File: src/rtl/hzu_pkg.sv
package hzu_pkg;
  typedef enum logic [1:0] {
    SRC_RF  = 2'b00,
    SRC_MEM = 2'b01,
    SRC_WB  = 2'b10
  } ex_src_e;
endpackage

File: src/rtl/hzu_ex_fwd.sv
module hzu_ex_fwd
  import hzu_pkg::*;
#(
  parameter int REG_W = 5
) (
  input  logic [REG_W-1:0] src_i,
  input  logic [REG_W-1:0] mem_rd_i,
  input  logic             mem_wr_i,
  input  logic [REG_W-1:0] wb_rd_i,
  input  logic             wb_wr_i,
  output ex_src_e          sel_o
);
  logic src_nz, hit_mem, hit_wb;

  assign src_nz  = |src_i;
  assign hit_mem = src_nz && mem_wr_i && (mem_rd_i == src_i);
  assign hit_wb  = src_nz && wb_wr_i  && (wb_rd_i  == src_i);

  // newer producer first
  always_comb begin
    if (hit_mem)     sel_o = SRC_MEM;
    else if (hit_wb) sel_o = SRC_WB;
    else             sel_o = SRC_RF;
  end
endmodule

File: src/rtl/hzu_id_fwd.sv
module hzu_id_fwd #(
  parameter int REG_W = 5
) (
  input  logic [REG_W-1:0] src_i,
  input  logic [REG_W-1:0] mem_rd_i,
  input  logic             mem_wr_i,
  input  logic             mem_load_i,
  output logic             sel_o
);
  // load data is not ready before end of MEM: stall path handles it
  assign sel_o = (|src_i) && mem_wr_i && !mem_load_i && (mem_rd_i == src_i);
endmodule

File: src/rtl/hzu_stall.sv
module hzu_stall #(
  parameter int REG_W = 5
) (
  input  logic [REG_W-1:0] id_rs_i,
  input  logic [REG_W-1:0] id_rt_i,
  input  logic             id_branch_i,
  input  logic [REG_W-1:0] ex_rd_i,
  input  logic             ex_wr_i,
  input  logic             ex_load_i,
  input  logic [REG_W-1:0] mem_rd_i,
  input  logic             mem_wr_i,
  input  logic             mem_load_i,
  output logic             stall_o
);
  logic ex_hit, mem_hit, load_use, br_ex, br_mem;

  assign ex_hit  = ex_wr_i && (|ex_rd_i) &&
                   ((ex_rd_i == id_rs_i) || (ex_rd_i == id_rt_i));
  assign mem_hit = mem_wr_i && (|mem_rd_i) &&
                   ((mem_rd_i == id_rs_i) || (mem_rd_i == id_rt_i));

  assign load_use = ex_hit && ex_load_i;
  assign br_ex    = ex_hit && id_branch_i;
  assign br_mem   = mem_hit && mem_load_i && id_branch_i;

  assign stall_o = load_use || br_ex || br_mem;
endmodule

File: src/rtl/hzu_top.sv
module hzu_top
  import hzu_pkg::*;
#(
  parameter int REG_W = 5
) (
  input  logic [REG_W-1:0] id_rs_i,
  input  logic [REG_W-1:0] id_rt_i,
  input  logic             id_branch_i,
  input  logic             id_taken_i,
  input  logic [REG_W-1:0] ex_rs_i,
  input  logic [REG_W-1:0] ex_rt_i,
  input  logic [REG_W-1:0] ex_rd_i,
  input  logic             ex_wr_i,
  input  logic             ex_load_i,
  input  logic [REG_W-1:0] mem_rd_i,
  input  logic             mem_wr_i,
  input  logic             mem_load_i,
  input  logic [REG_W-1:0] wb_rd_i,
  input  logic             wb_wr_i,
  output logic [1:0]       ex_fwd_a_o,
  output logic [1:0]       ex_fwd_b_o,
  output logic             id_fwd_a_o,
  output logic             id_fwd_b_o,
  output logic             stall_o,
  output logic             bubble_o,
  output logic             flush_o
);
  localparam int NOPS = 2;

  logic [NOPS-1:0][REG_W-1:0] ex_src, id_src;
  ex_src_e [NOPS-1:0]         ex_sel;
  logic [NOPS-1:0]            id_sel;
  logic                       stall;

  assign ex_src = {ex_rt_i, ex_rs_i};
  assign id_src = {id_rt_i, id_rs_i};

  for (genvar g = 0; g < NOPS; g++) begin : g_opnd
    hzu_ex_fwd #(.REG_W(REG_W)) u_ex_fwd (
      .src_i   (ex_src[g]),
      .mem_rd_i(mem_rd_i),
      .mem_wr_i(mem_wr_i),
      .wb_rd_i (wb_rd_i),
      .wb_wr_i (wb_wr_i),
      .sel_o   (ex_sel[g])
    );
    hzu_id_fwd #(.REG_W(REG_W)) u_id_fwd (
      .src_i     (id_src[g]),
      .mem_rd_i  (mem_rd_i),
      .mem_wr_i  (mem_wr_i),
      .mem_load_i(mem_load_i),
      .sel_o     (id_sel[g])
    );
  end

  hzu_stall #(.REG_W(REG_W)) u_stall (
    .id_rs_i    (id_rs_i),
    .id_rt_i    (id_rt_i),
    .id_branch_i(id_branch_i),
    .ex_rd_i    (ex_rd_i),
    .ex_wr_i    (ex_wr_i),
    .ex_load_i  (ex_load_i),
    .mem_rd_i   (mem_rd_i),
    .mem_wr_i   (mem_wr_i),
    .mem_load_i (mem_load_i),
    .stall_o    (stall)
  );

  assign ex_fwd_a_o = ex_sel[0];
  assign ex_fwd_b_o = ex_sel[1];
  assign id_fwd_a_o = id_sel[0];
  assign id_fwd_b_o = id_sel[1];
  assign stall_o    = stall;
  assign bubble_o   = stall;
  assign flush_o    = id_branch_i && id_taken_i && !stall;

  always_comb begin
    AST_SEL_LEGAL: assert (ex_sel[0] != 2'b11 && ex_sel[1] != 2'b11);
    AST_ZERO_NO_FWD: assert ((|ex_rs_i) || ex_sel[0] == SRC_RF);
    AST_LOAD_USE: assert (!(ex_load_i && ex_wr_i && (|ex_rd_i) &&
                            ex_rd_i == id_rs_i) || stall);
    AST_BR_EX_STALL: assert (!(id_branch_i && ex_wr_i && (|ex_rd_i) &&
                               ex_rd_i == id_rt_i) || stall);
    AST_FLUSH_NOT_STALL: assert (!(flush_o && stall));
  end
endmodule

File: config.mk
export PLATFORM = sky130hd
export DESIGN_NAME = hzu_top
export DESIGN_NICKNAME = d
export VERILOG_FILES = /design/src/rtl/hzu_pkg.sv /design/src/rtl/hzu_ex_fwd.sv /design/src/rtl/hzu_id_fwd.sv /design/src/rtl/hzu_stall.sv /design/src/rtl/hzu_top.sv
export SDC_FILE = /design/constraint.sdc
export NUM_CORES = 1
export LEC_CHECK = 0
export ABC_CLOCK_PERIOD_IN_PS = 1900
export CAP_MARGIN = 0
export CELL_PAD_IN_SITES_DETAIL_PLACEMENT = 0
export CELL_PAD_IN_SITES_GLOBAL_PLACEMENT = 1
export CORE_MARGIN = 3
export CORE_UTILIZATION = 20
export DETAILED_ROUTE_END_ITERATION = 16
export PLACE_DENSITY_LB_ADDON = 0.1
export SKIP_LAST_GASP = 1
export SLEW_MARGIN = 15
export SYNTH_ARGS = -nofsm -noshare
export SYNTH_HDL_FRONTEND = slang
export SYNTH_SLANG_ARGS = --single-unit
File: constraint.sdc
create_clock -name vclk -period 1.9
set_input_delay 0.38 -clock vclk [all_inputs]
set_output_delay 0.38 -clock vclk [all_outputs]
set_load 0.005 [all_outputs]
==> results of run 1 <==
[synth_stat cells]
library cell,n,area share (%)
nand2b_1,1,1.0
clkbuf_1,3,1.8
nand4_1,4,4.0
nor4_1,4,4.0
nand3_1,3,2.4
buf_4,3,3.6
or4_1,5,6.1
xnor2_1,25,35
o2111a_1,1,1.8
nor3_1,6,4.9
o21ai_0,1,0.81
or4_2,1,1.4
a31oi_1,1,1.0
nor2_1,4,2.4
o221ai_1,1,1.4
o2111ai_1,1,1.4
xor2_1,15,21
buf_2,1,0.81
a21o_1,1,1.2
buf_6,1,1.8
nand2_1,2,1.2
[metrics by stage]
stage | cell area, um^2 | worst slack [ns] | hold slack, ns | util, % | power, mW
floorplan | 628 | 0.00492 | 0.842 | - | 0.102
global placement | 1350 | -0.861 | 1.72 | 47.5 | 0.273
detailed placement | 1350 | -0.897 | 1.72 | 47.5 | 0.274
CTS | 1550 | -0.121 | 1.25 | 54.4 | 0.308
global route | 1670 | -0.182 | 1.20 | 58.7 | 0.368
finish | 1670 | -0.119 | 1.17 | 58.7 | 0.342
[per-layer routing]
metal  part of all wire (%)  routed length, um
met5                      0                  0
met4                      0                  0
met3                    5.1                143
met1                     43               1200
met2                     52               1470
[worst paths after layout]
| check | to | start | cells after the start | slack, ns |
|---|---|---|---|---|
| worst max-delay path | stall_o | ex_rd_i[0] | 7 | -0.12 |
| worst min-delay path | id_fwd_b_o | id_rt_i[0] | 4 | 1.17 |
[critical path: stages]
cell and delay (ns):
clkdlybuf4s15_1 0.30, xor2_1 0.21, nor3_1 0.23, a31oi_1 0.13, buf_4 0.15, o21ai_2 0.11
buf_2 0.13
[cells in the final DEF (no fill, tap or decap), drive strengths merged]
| master | count |
|---|---|
| xnor2 | 25 |
| nor4 | 4 |
| nand2 | 2 |
| nand4 | 4 |
| or4 | 6 |
| nor3 | 6 |
| clkdlybuf4s50 | 11 |
| o2111a | 1 |
| xor2 | 15 |
| o21ai | 1 |
| dlygate4sd2 | 8 |
| o2111ai | 1 |
| nor2 | 4 |
| buf | 66 |
| o221ai | 1 |
| clkbuf | 5 |
| nand2b | 1 |
| a31oi | 1 |
| nand3 | 3 |
| clkdlybuf4s15 | 7 |
| a21o | 1 |
[kinds of logic after synthesis]
group / share of synthesized area (%)
buffers and inverters: 8.10
AO/OA/AOI/OAI: 7.69
XOR/XNOR: 56.7
AND/OR/NAND/NOR: 27.5
[timing repair]
action                     CTS  global route
setup endpoints to repair    9             9
pin swaps                   29            20
setup buffers               15             2
resized for setup          153            28
[final cells by class]
class                      count  area share, %
multi-input combinational     76           47.2
tap                           31           2.32
timing repair buffer          97           50.4
[where the power goes]
group	leakage (nW)	internal, mW	total (mW)	switching [mW]
sequential	0	0	0	0
clock	0	0	0	0
combinational	0.721	0.206	0.342	0.136
==> summary.txt, run 1 <==
GRT
  – Initial antenna violation count: 0
  – GR Util met1: between 10% and 20%
  – Congestion Overflow GR: 0
  – GRT Util Overall: 14.3%
  – First-pass GRT wire length: 4.17 mm
  – Vias in the first global route: 937
  – GR Util met3: 0.629%
  – Pin count of the biggest net entering global routing: 5
  – M2 GR Usage: 26.0%
  – Gr busiest metal: met2

Floorplan
  – Initial core utilization: 21.7%
  – Die Y: 61.6 um
  – Core area: 0.00285 mm^2
  – Core Rows: 19
  – Total die area: between 0.003 and 0.004 mm^2
  – Die Width: 61.6 um
  – IO Pins: 51

Timing
  – Final period util: 106%
  – FMAX: ~0.50 GHz
  – Final setup vio count: 8
  – Hold Fails Final Rpt: 0
  – Setup TNS: -0.673 ns
  – Worst rel slew slack: 79.7%
  – RSZ-0062 raised after global routing: true
  – Slew @ Worst Pin: 0.302 ns
  – Setup ws final: -0.119 ns
  – Crit path time final: 2.02 ns
  – Final Slew Violations: 0

Final layout
  – Seq. cell area: 0 um^2
  – Final nets: ~220
  – Multi-input logic area: 791 um^2
  – Antenna diodes: 0
  – Fillers: 271
  – Clock buf count: 0
  – Layout cells sized above 1: 61.3%
  – Seq_cells: 0
  – Area grow syn2layout: 171%
  – Non-Filler Instances: 204

Drt
  – DRC: 0
  – Detailed Route WL: 2.82 mm
  – Antenna-violating nets left: 0
  – First-pass iteration count of the detailed router: 4
  – Vias/cell: approximately 4.7
  – Routed vias: 954
  – Wirelength per Cell: 13.8 um
  – Initial DRC count: 12

Critical path
  – Worst setup SP type: input port
  – Crit path max fanout: 3
  – Crit path DAT: 1.64 ns
  – Worst Setup Path Type: in2out
  – Crit end category: primary output
  – CP Data Required Time: about 1.5 ns

Synthesis
  – Syn Nets: about 130
  – Seq/Total Area, Yosys: 0%
  – Avg Cell Area, Syn: 7.36 um^2
  – Yosys Warn Count: 0
  – Synthesized area: ~620 um^2
  – Cell variety after synth: 21
  – Post-Syn Instances: 84

Power and ir drop
  – Pwr/cell area: 204 mW/mm^2
  – P_leak: 0.721 nW
  – VDD IR max: 97.8 uV

Place
  – Dpl hpwl: 2.09 mm
  – I/O Buffers: 51
  – Placer congestion estimate: 0.769
  – Dpl cells: 189

Min path
  – Hold Path Class: in2out

Flow run
  – MaxCap Viol Count: 0

Outcome
  – Status: finished, violations left
  – Failing checks: negative setup slack

Clock tree
  – CTS Hold Bufs: 0
No activity file was read; power rests on OpenSTA's default activity.
==> run 2: changes to the inputs <==
--- a/config.mk
+++ b/config.mk
@@ -12,6 +12,7 @@
 export CORE_MARGIN = 3
 export CORE_UTILIZATION = 20
 export DETAILED_ROUTE_END_ITERATION = 16
+export GPL_ROUTABILITY_DRIVEN = 0
 export PLACE_DENSITY_LB_ADDON = 0.1
 export SKIP_LAST_GASP = 1
 export SLEW_MARGIN = 15
==> results of run 2 <==
The final DEF is identical to that of run 1; final timing and power are the same.
